### config.mk
export PLATFORM = sky130hd
export DESIGN_NAME = bltx_eod_seq
export DESIGN_NICKNAME = d
export VERILOG_FILES = /design/src/rtl/bltx_pkg.sv /design/src/rtl/bltx_crc.sv /design/src/rtl/bltx_ifr_ctl.sv /design/src/rtl/bltx_shifter.sv /design/src/rtl/bltx_eod_seq.sv
export SDC_FILE = /design/constraint.sdc
export NUM_CORES = 1
export LEC_CHECK = 0
export BUFFER_PORTS_ARGS = -buffer_cell sky130_fd_sc_hd__buf_2
export CAP_MARGIN = 20
export CORE_ASPECT_RATIO = 0.7
export CORE_MARGIN = 5
export CORE_UTILIZATION = 53
export CTS_CLUSTER_DIAMETER = 150
export CTS_CLUSTER_SIZE = 16
export DETAILED_ROUTE_END_ITERATION = 12
export GPL_TIMING_DRIVEN = 0
export PLACE_DENSITY = 0.78
export SETUP_SLACK_MARGIN = 0.2
export SLEW_MARGIN = 10
export SYNTH_ARGS = -nofsm -noshare
export SYNTH_HDL_FRONTEND = slang
export SYNTH_HIERARCHICAL = 1
export SYNTH_SLANG_ARGS = --single-unit
### constraint.sdc
create_clock -name clk -period 5.2 [get_ports clk]
set_input_delay 0.26 -clock clk [delete_from_list [all_inputs] [get_ports clk]]
set_output_delay 0.26 -clock clk [all_outputs]
set_load 0.1 [all_outputs]
### src/rtl/bltx_pkg.sv
// Shared constants for the byte-link transmit end-of-frame sequencer.
// Assumes an 8-bit byte and a three-bit one-hot response-type field.
package bltx_pkg;
    localparam int unsigned BYTE_W    = 8;
    localparam int unsigned RTYPE_W   = 3;
    localparam logic [7:0]  CRC_POLY  = 8'h1D;
    localparam logic [7:0]  CRC_INIT  = 8'hFF;
    // Index of the response type whose response ends with a CRC byte.
    localparam int unsigned RTYPE_CRC_IDX = 1;
endpackage

### src/rtl/bltx_crc.sv
// CRC register for transmitted data bytes.
// Folds one whole byte per update, MSB first. clr returns it to INIT
// and wins over upd. Assumes upd comes at most once per byte.
module bltx_crc #(
    parameter int unsigned W    = 8,
    parameter logic [W-1:0] POLY = 8'h1D,
    parameter logic [W-1:0] INIT = 8'hFF
) (
    input  logic         clk,
    input  logic         rst_n,
    input  logic         clr,
    input  logic         upd,
    input  logic [W-1:0] din,
    output logic [W-1:0] crc_q
);
    logic [W-1:0] crc_nx;

    // Purpose: serial CRC step unrolled over the W bits of din.
    always_comb begin
        crc_nx = crc_q;
        for (int i = W - 1; i >= 0; i--) begin
            if (crc_nx[W-1] ^ din[i])
                crc_nx = (crc_nx << 1) ^ POLY;
            else
                crc_nx = crc_nx << 1;
        end
    end

    // Purpose: hold the running CRC value.
    always_ff @(posedge clk) begin
        if (!rst_n || clr)
            crc_q <= INIT;
        else if (upd)
            crc_q <= crc_nx;
    end

    AST_CRC_RESTART: assert property (@(posedge clk) disable iff (!rst_n)
        clr |=> (crc_q == INIT));
endmodule

### src/rtl/bltx_ifr_ctl.sv
// Response-type store and normalization-bit select.
// A write keeps only the highest set request bit, so the stored field
// is always one-hot or zero. Assumes the highest index has top priority.
module bltx_ifr_ctl #(
    parameter int unsigned N       = 3,
    parameter int unsigned CRC_IDX = 1
) (
    input  logic         clk,
    input  logic         rst_n,
    input  logic         rtype_wr,
    input  logic [N-1:0] rtype_in,
    input  logic         nb_pol_sel,
    output logic [N-1:0] rtype_q,
    output logic         nb_bit,
    output logic         ifr_active
);
    logic [N-1:0] rtype_res;
    logic         ends_crc;

    // Purpose: priority resolution, higher index overrides lower.
    always_comb begin
        rtype_res = '0;
        for (int i = 0; i < N; i++) begin
            if (rtype_in[i])
                rtype_res = N'(1) << i;
        end
    end

    // Purpose: store the resolved response type.
    always_ff @(posedge clk) begin
        if (!rst_n)
            rtype_q <= '0;
        else if (rtype_wr)
            rtype_q <= rtype_res;
    end

    assign ends_crc   = rtype_q[CRC_IDX];
    assign nb_bit     = nb_pol_sel ? ~ends_crc : ends_crc;
    assign ifr_active = |rtype_q;

    AST_RTYPE_ONEHOT: assert property (@(posedge clk) disable iff (!rst_n)
        $onehot0(rtype_q));
    AST_RTYPE_TOP_WINS: assert property (@(posedge clk) disable iff (!rst_n)
        (rtype_wr && rtype_in[N-1]) |=> rtype_q[N-1]);
endmodule

### src/rtl/bltx_shifter.sv
// Transmit shift register with bit counter and valid/ready handshake.
// load takes priority over the shift. done marks the accept of the last bit.
// Assumes load is asserted only when the register is empty or finishing.
module bltx_shifter #(
    parameter int unsigned W = 8
) (
    input  logic         clk,
    input  logic         rst_n,
    input  logic         clr,
    input  logic         load,
    input  logic [W-1:0] load_data,
    input  logic         bit_ready,
    output logic         full,
    output logic         bit_out,
    output logic         done
);
    localparam int unsigned CNT_W = (W > 1) ? $clog2(W) : 1;

    logic [W-1:0]     sreg;
    logic [CNT_W-1:0] cnt;
    logic             accept;

    assign accept  = full && bit_ready;
    assign done    = accept && (cnt == CNT_W'(W - 1));
    assign bit_out = sreg[W-1];

    // Purpose: load, shift and count bits.
    always_ff @(posedge clk) begin
        if (!rst_n || clr) begin
            sreg <= '0;
            cnt  <= '0;
            full <= 1'b0;
        end else if (load) begin
            sreg <= load_data;
            cnt  <= '0;
            full <= 1'b1;
        end else if (accept) begin
            sreg <= sreg << 1;
            cnt  <= cnt + 1'b1;
            if (done)
                full <= 1'b0;
        end
    end

    AST_STALL_HOLD: assert property (@(posedge clk) disable iff (!rst_n)
        (full && !bit_ready && !clr && !load) |=> (full && $stable(bit_out)));
endmodule

### src/rtl/bltx_eod_seq.sv
// Byte-link transmit end-of-frame sequencer (top).
// Queues host bytes in a shift register and a one-byte shadow, sends them
// MSB first, and on an end-of-frame request appends an inverted CRC-8 byte
// and then pulses an end-of-data symbol request. Assumes err_pulse and
// eod_echo are single-cycle pulses from the line side.
module bltx_eod_seq
    import bltx_pkg::*;
#(
    parameter int unsigned DATA_W   = BYTE_W,
    parameter int unsigned TYPE_W   = RTYPE_W,
    parameter int unsigned CRC_IDX  = RTYPE_CRC_IDX,
    parameter logic [DATA_W-1:0] POLY = CRC_POLY,
    parameter logic [DATA_W-1:0] INIT = CRC_INIT
) (
    input  logic              clk,
    input  logic              rst_n,
    input  logic              wr_valid,
    input  logic [DATA_W-1:0] wr_data,
    input  logic              eod_set,
    input  logic              rtype_wr,
    input  logic [TYPE_W-1:0] rtype_in,
    input  logic              nb_pol_sel,
    input  logic              eod_echo,
    input  logic              err_pulse,
    input  logic              bit_ready,
    output logic              bit_valid,
    output logic              bit_out,
    output logic              eod_sym,
    output logic              tdre,
    output logic              eod_pend,
    output logic              crc_busy,
    output logic [TYPE_W-1:0] rtype_q,
    output logic              nb_bit
);
    logic [DATA_W-1:0] shd_data;
    logic              shd_full;
    logic              crc_sent;
    logic              sh_done;
    logic              ifr_active;
    logic [DATA_W-1:0] crc_q;
    logic              shift_free, wr_ok, load_shadow, load_direct, wr_to_shadow;
    logic              crc_load, crc_end, eod_ok, sh_load;
    logic [DATA_W-1:0] sh_load_data;

    bltx_ifr_ctl #(.N(TYPE_W), .CRC_IDX(CRC_IDX)) u_ifr (
        .clk(clk), .rst_n(rst_n), .rtype_wr(rtype_wr), .rtype_in(rtype_in),
        .nb_pol_sel(nb_pol_sel), .rtype_q(rtype_q), .nb_bit(nb_bit),
        .ifr_active(ifr_active)
    );

    bltx_crc #(.W(DATA_W), .POLY(POLY), .INIT(INIT)) u_crc (
        .clk(clk), .rst_n(rst_n), .clr(crc_end || err_pulse),
        .upd(load_shadow || load_direct), .din(sh_load_data), .crc_q(crc_q)
    );

    bltx_shifter #(.W(DATA_W)) u_shift (
        .clk(clk), .rst_n(rst_n), .clr(err_pulse), .load(sh_load),
        .load_data(sh_load_data), .bit_ready(bit_ready), .full(bit_valid),
        .bit_out(bit_out), .done(sh_done)
    );

    // Purpose: decide what, if anything, enters the shift register this cycle.
    always_comb begin
        shift_free   = !bit_valid || sh_done;
        wr_ok        = wr_valid && !eod_pend && !crc_busy && !shd_full && !err_pulse;
        load_shadow  = shift_free && shd_full && !err_pulse;
        load_direct  = shift_free && !shd_full && wr_ok;
        wr_to_shadow = wr_ok && !load_direct;
        crc_load     = shift_free && !shd_full && eod_pend && !crc_sent
                       && !crc_busy && !err_pulse;
        crc_end      = sh_done && crc_busy && !err_pulse;
        eod_ok       = eod_set && !eod_pend && !crc_busy && !err_pulse;
        sh_load      = load_shadow || load_direct || crc_load;
        if (load_shadow)
            sh_load_data = shd_data;
        else if (load_direct)
            sh_load_data = wr_data;
        else
            sh_load_data = ~crc_q;
    end

    // Purpose: shadow byte holding register.
    always_ff @(posedge clk) begin
        if (!rst_n || err_pulse) begin
            shd_full <= 1'b0;
            shd_data <= '0;
        end else if (wr_to_shadow) begin
            shd_full <= 1'b1;
            shd_data <= wr_data;
        end else if (load_shadow) begin
            shd_full <= 1'b0;
        end
    end

    // Purpose: end-of-frame request, CRC phase and symbol pulse.
    always_ff @(posedge clk) begin
        if (!rst_n || err_pulse) begin
            eod_pend <= 1'b0;
            crc_sent <= 1'b0;
            crc_busy <= 1'b0;
            eod_sym  <= 1'b0;
        end else begin
            eod_sym <= crc_end;
            if (eod_ok) begin
                eod_pend <= 1'b1;
                crc_sent <= 1'b0;
            end else if (crc_load && !ifr_active) begin
                eod_pend <= 1'b0;
            end else if (eod_echo && ifr_active && crc_sent && !crc_busy) begin
                eod_pend <= 1'b0;
            end
            if (crc_load) begin
                crc_sent <= 1'b1;
                crc_busy <= 1'b1;
            end else if (crc_end) begin
                crc_busy <= 1'b0;
            end
        end
    end

    // Purpose: data-register-empty flag.
    always_ff @(posedge clk) begin
        if (!rst_n || err_pulse)
            tdre <= 1'b1;
        else if (eod_ok || wr_to_shadow)
            tdre <= 1'b0;
        else if (crc_end || (load_shadow && !eod_pend))
            tdre <= 1'b1;
    end

    AST_EOD_SET_CLR_TDRE: assert property (@(posedge clk) disable iff (!rst_n)
        eod_ok |=> (eod_pend && !tdre));
    AST_NORMAL_EOD_CLEAR: assert property (@(posedge clk) disable iff (!rst_n)
        ($rose(crc_busy) && (rtype_q == '0)) |-> !eod_pend);
    AST_SYM_ONE_CYCLE: assert property (@(posedge clk) disable iff (!rst_n)
        eod_sym |=> !eod_sym);
    AST_ERR_FLUSH: assert property (@(posedge clk) disable iff (!rst_n)
        err_pulse |=> (!bit_valid && tdre && !eod_pend && !crc_busy));
endmodule

# Yosys cells after proc, flatten, opt, wreduce, memory -nomap -nowiden
# Index checks and enable logic that the tools add are counted.
word_totals:
  register_bits: 37
  latch_bits: 0
  ramBits: 0
  rom_bits: 0
  in_bits: 20
  out_inout_bits: 10
  wordCells: 114
  n_memories: 0
classes:
  n_addsub: 1
  mul: 0
  div: 0
  magnitude_cmp: 0
  n_eq_ne: 1
  shift: 0
  muxes: 30
  bitwise: 18
  n_reduce_logical: 52
op_table:
  columns: ["cell", "n"]
  rows:
  - ["$mux W5", 8]
  - ["$mux W8", 4]
  - ["$not A4 Y4", 8]
  - ["$logic_and A1 B1 Y1", 25]
  - ["$mux W1", 16]
  - ["$reduce_bool A2 Y1", 6]
  - ["$logic_not A1 Y1", 9]
  - ["$logic_or A1 B1 Y1", 8]
  - ["$not A8 Y8", 1]
  - ["$xor A1 B1 Y1", 8]
  - ["$add A3 B1 Y3 const B", 1]
  - ["$eq A3 B3 Y1 const B", 1]
  - ["$mux W3", 1]
  - ["$reduce_bool A3 Y1", 1]
  - ["$reduce_or A3 Y1", 1]
  - ["$mux W2", 1]
  - ["$reduce_and A2 Y1", 1]
  - ["$reduce_or A2 Y1", 1]
  - ["$not A1 Y1", 1]

# Logic depth before layout (Yosys ltp)
depth:
  depth_word: 24
  depth_mapped: 14
  ltp_nobuf: 12

# Hierarchy
# The synthesis kept the hierarchy.
modules_own_cells:
  columns: ["module", "instances", "cells_per_inst", "area_each_um2", "seq_area_each_um2"]
  rows:
  - ["bltx_eod_seq", 1, 109, 858.3, 280.3]
  - ["bltx_shifter", 1, 62, 609.3, 240.2]
  - ["bltx_crc", 1, 57, 593.1, 160.2]
  - ["bltx_ifr_ctl", 1, 13, 138.9, 60.1]

# Worst setup path after synthesis
# No wires, ideal clock.
synth_path:
  path_type: "register -> register"
  startpoint: "register u_shift.full"
  endpoint: "register u_crc.crc_q[5]"
  setup_ns: 0.063
  t_arrival_ns: 3.598
  t_required_ns: 5.137
  path_slack_ns: 1.538
  path_stages_with_launch: 12
  n_path_buf: 1
  period_less_slack_ns: 3.662
  path_cell_list: "dfxtp_1 > buf_6 > nand3_1 > inv_1 > nand2b_1 > nand3_1 > a311oi_1 > xor2_2 > xor2_2 > xnor3_1 > a21boi_1 > nand3b_1"
synth_via:
  elab_chain_len: 16
  word_cells_on_any_way: 33
  cone_classes: "9 x mux; 11 x bitwise; 13 x reduce/logical"
synth_rtl:
  columns: ["item", "line", "text"]
  rows:
  - ["from (decl)", "bltx_shifter.sv:13", "output logic full,"]
  - ["from (signal assigned)", "bltx_shifter.sv:32", "full <= 1'b0;"]
  - ["from (signal assigned)", "bltx_shifter.sv:36", "full <= 1'b1;"]
  - ["from (signal assigned)", "bltx_shifter.sv:41", "full <= 1'b0;"]
  - ["$logic_and A1 B1 Y1 (*)", "bltx_shifter.sv:23", "assign accept = full && bit_ready;"]
  - ["$logic_and A1 B1 Y1 (*)", "bltx_shifter.sv:24", "assign done = accept && (cnt == CNT_W'(W - 1));"]
  - ["net sh_done", "bltx_eod_seq.sv:38", "logic sh_done;"]
  - ["$logic_or A1 B1 Y1 (*)", "bltx_eod_seq.sv:64", "shift_free = !bit_valid || sh_done;"]
  - ["$logic_and A1 B1 Y1 (2 in series)", "bltx_eod_seq.sv:67", "load_direct = shift_free && !shd_full && wr_ok;"]
  - ["$mux W8", "bltx_eod_seq.sv:76", "else if (load_direct)"]
  - ["$mux W8 (*)", "bltx_eod_seq.sv:74", "if (load_shadow)"]
  - ["net sh_load_data[5]", "bltx_eod_seq.sv:43", "logic [DATA_W-1:0] sh_load_data;"]
  - ["$xor A1 B1 Y1 (*)", "bltx_crc.sv:22", "if (crc_nx[W-1] ^ din[i])"]
  - ["$mux W5 (*)", "bltx_crc.sv:22", null]
  - ["$mux W5", "bltx_crc.sv:22", null]
  - ["$not A4 Y4 (no source line)", null, null]
  - ["$mux W5", "bltx_crc.sv:22", null]
  - ["$not A4 Y4 (no source line)", null, null]
  - ["$mux W5", "bltx_crc.sv:22", null]
  - ["$not A4 Y4 (no source line)", null, null]
  - ["$mux W5 (*)", "bltx_crc.sv:22", null]
  - ["to (signal assigned)", "bltx_crc.sv:34", "crc_q <= crc_nx;"]
  - ["to (decl)", "bltx_crc.sv:14", "output logic [W-1:0] crc_q"]
# Mark *: on every way through the listed nets, which the timed path passes. The rest lies on a longest branch.
# A chain may end at the register's enable or synchronous reset.

# Worst setup path in the final report
layout_path:
  startpoint: "register u_shift.cnt[0]"
  endpoint: "register u_crc.crc_q[5]"
layout_via:
  elab_chain_len: 16
  word_cells_on_any_way: 32
  cone_classes: "1 x eq/ne; 9 x mux; 11 x bitwise; 11 x reduce/logical"
layout_rtl:
  columns: ["item", "line", "text"]
  rows:
  - ["from (decl)", "bltx_shifter.sv:20", "logic [CNT_W-1:0] cnt;"]
  - ["from (signal assigned)", "bltx_shifter.sv:39", "cnt <= cnt + 1'b1;"]
  - ["$eq A3 B3 Y1 (*)", "bltx_shifter.sv:24", null]
  - ["$logic_and A1 B1 Y1 (*)", "bltx_shifter.sv:24", null]
  - ["net sh_done", "bltx_eod_seq.sv:38", null]
  - ["$logic_or A1 B1 Y1 (*)", "bltx_eod_seq.sv:64", null]
  - ["$logic_and A1 B1 Y1 (2 in series)", "bltx_eod_seq.sv:67", null]
  - ["$mux W8", "bltx_eod_seq.sv:76", null]
  - ["$mux W8 (*)", "bltx_eod_seq.sv:74", null]
  - ["net sh_load_data[5]", "bltx_eod_seq.sv:43", null]
  - ["$xor A1 B1 Y1 (*)", "bltx_crc.sv:22", null]
  - ["$mux W5 (*)", "bltx_crc.sv:22", null]
  - ["$mux W5", "bltx_crc.sv:22", null]
  - ["$not A4 Y4 (no source line)", null, null]
  - ["$mux W5", "bltx_crc.sv:22", null]
  - ["$not A4 Y4 (no source line)", null, null]
  - ["$mux W5", "bltx_crc.sv:22", null]
  - ["$not A4 Y4 (no source line)", null, null]
  - ["$mux W5 (*)", "bltx_crc.sv:22", null]
# Marks and branches as above.

==> metrics.txt <==
status complete, no violations; sequential fraction of design power 41.5%; total number of clock tree sinks 37; Sw Ratio 32.7%; PostCTS Resize Cnt 0; leakage 1.00 nW; fmax 0.275 GHz; GRT Total Usage between 20% and 30%; CTS clock-pin slew for the worst setup and hold paths 70 ps; max cap viols 0; final slew viol count 0; number of setup violations in the final report 0; Final ANT Viol Nets 0; switching pwr 0.237 mW; Yosys top cell area share 33.7%; Worst-Skew Late Latency approximately 300 ps; Hold Fails Final Rpt 0; hpwl dp 3920 microns; Max Clock Skew 4.10 ps; Top FF cell, synth dfxtp_1; setup TNS 0 ps; synthesized flop and latch total 37; Crit Path Class flop to flop; buffer count from post-CTS setup fixing 0; Core Area just under 0.004 sq mm; Critical Path RT 5440 ps; Mapped Area roughly 0.0022 sq mm; Synthesized Nets approximately 260; Overflow after GRT 0; Gate Count Post-Synth approximately 240; Starting DRT DRC Count approximately 110; total wire length 5430 microns; area delta synth->final 13.3%; CP max FO 9; Initial Utilization 55.4%; clock root buffer clkbuf_8; RR Startpoint u_shift/cnt[0]; top post-synthesis cells by area dfxtp_1, xnor2_1, nor3_1, nor2b_1, a21oi_1; drt pass-1 iters 4; peak supply drop between 0.00015 and 0.0002 V; Worst R2R Path Depth 12; die height 63.9 microns; Netlist cell types 46; Worst-Margin Slew 794 ps; Slew headroom about 47%; Post-synth EDFFs 0; cell chain of the critical path ha_1, ha_1, nand3_1, inv_1, nand2b_1, nand3_1, a311oi_1, xor2_2, xor2_2, xnor3_1, a21boi_1, nand3b_1; crit path DAT 3880 ps; number of vias per cell about 5.8; antenna fix cells 0; Worst Setup SP u_shift/cnt[0]; CTS Buf Count 5; vias 1918; I/O pin count 30; wire per inst 16.5 microns; WHS Path Cells 3; RSZ-0062 raised after global routing no; Final Critical Period 3640 ps; Synth area leader dfxtp_1; die footprint 0.00556 sq mm; largest net degree at the start of global routing 12; final routed DRC violation total 0; CTS tree done; die width between 80 and 90 microns; endpoint type of the worst setup path flop; Util after Layout between 60% and 70%; Worst setup SP type flop; register area share after synthesis 33.7%; hold crit path type input port to flop; global-route wire length before repair 9060 microns; # rows 19; Yosys warnings 6; setup ws final 1560 ps; Hold Worst Slack 226 ps; port buffer count 29; Async S/R FF share, synth 0%; vias in the first global route 1955; Internal 0.488 mW; Hold Path Origin wr_data[0]; post-route clock period utilization 70.0%; initial antenna violation count 0; CP max stage cell a311oi_1; most common cell after layout, fill and taps aside dfxtp_1; CTS Hold Bufs 0; Post-Syn Area per Cell around 9.1 sq um; DP Worst Slack 1580 ps; Max Root-Sink Buffers 2; Clock power frac between 20% and 30%; Nets 299; pwr/cell area 291 mW/mm^2; layout cells sized above 1 24.1%; combinational power share a little under a third; commonest cells after routing, fill and taps aside dfxtp_1, buf_2, nor3_1; GP Congestion 0.901; htree depth 2; max incr delay on CP around 800 ps
logic make-up after synthesis:
kind of cell,after synthesis,share of synthesized area (%)
buf+inv,20,5.06
xor+xnor,27,14.0
fa+ha+maj,2,1.14
compound gates,48,15.4
flops,37,33.7
mux,7,3.19
simple gates,100,27.5
cell usage after synthesis (3+ instances only):
cell,instances
nand3_1,11
a211oi_2,6
nand2_1,12
nor2_1,3
xor2_1,7
nand2b_1,8
a311oi_1,8
nor3_1,19
clkbuf_1,7
o21ai_0,9
mux2i_1,7
a21oi_1,16
xnor2_1,14
nand3b_1,6
and3_2,7
dfxtp_1,37
inv_1,3
nor2b_1,13
nor4_1,6
xnor3_1,3
buf_6,4
buf_2,5
worst max-delay path: cells and delay by family (launching register included):
family | cells | cell delay [ps]
flip-flops | 1 | 350
XOR/XNOR | 3 | 990
AO/OA/AOI/OAI | 2 | 940
adder cells (fa/ha/maj) | 2 | 310
buffers and inverters | 1 | 210
AND/OR/NAND/NOR | 4 | 780
metrics by stage:
step	cells	instance area, sq um	power [mW]
final	330	2490	0.725
after global routing	330	2490	0.764
after CTS	330	2490	0.728
after detailed placement	322	2410	0.531
after global placement	322	2410	0.525
after floorplan	241	2200	0.488
state kept, by name (all words and copies together) (netlist names):
name and flops:
shd_data 8, u_crc/crc_q 8, u_shift/sreg 8, u_ifr/rtype_q 3, u_shift/cnt 3, crc_busy 1
crc_sent 1, eod_pend 1, eod_sym 1, shd_full 1, tdre 1, u_shift/full 1
area by class of cell:
type / instances / area (sq um)
plain buffers: 17 / 100
clock buffers: 6 / 72.6
clock inverters: 2 / 10.0
fillers: 344 / 1480
inverters: 3 / 11.3
multi-input cells: 184 / 1350
flip-flops and latches: 37 / 741
well taps: 52 / 65.1
repair buffers: 29 / 145
power by group through the flow:
stage	combinational, mW	clock, mW	sequential, mW
after floorplan	0.166	0	0.321
after global placement	0.218	0	0.307
after detailed placement	0.224	0	0.308
after CTS	0.224	0.202	0.301
after global routing	0.243	0.218	0.303
final	0.226	0.199	0.301
metal layers:
metal | up-vias | track usage (%) | routed length, microns
li1 | 946 | - | -
met1 | 903 | 27.4 | 2580
met2 | 63 | 31.8 | 2420
met3 | 6 | 5.52 | 378
met4 | 0 | 6.81 | 50
met5 | - | 0 | 0
worst paths after layout:
check                        end  slack [ps]
hold / removal       shd_data[0]         230
setup reg to reg  u_crc/crc_q[5]        1560
setup / recovery  u_crc/crc_q[5]        1560
hold reg to reg      shd_data[0]         480
(Power assumes the default switching activity.)
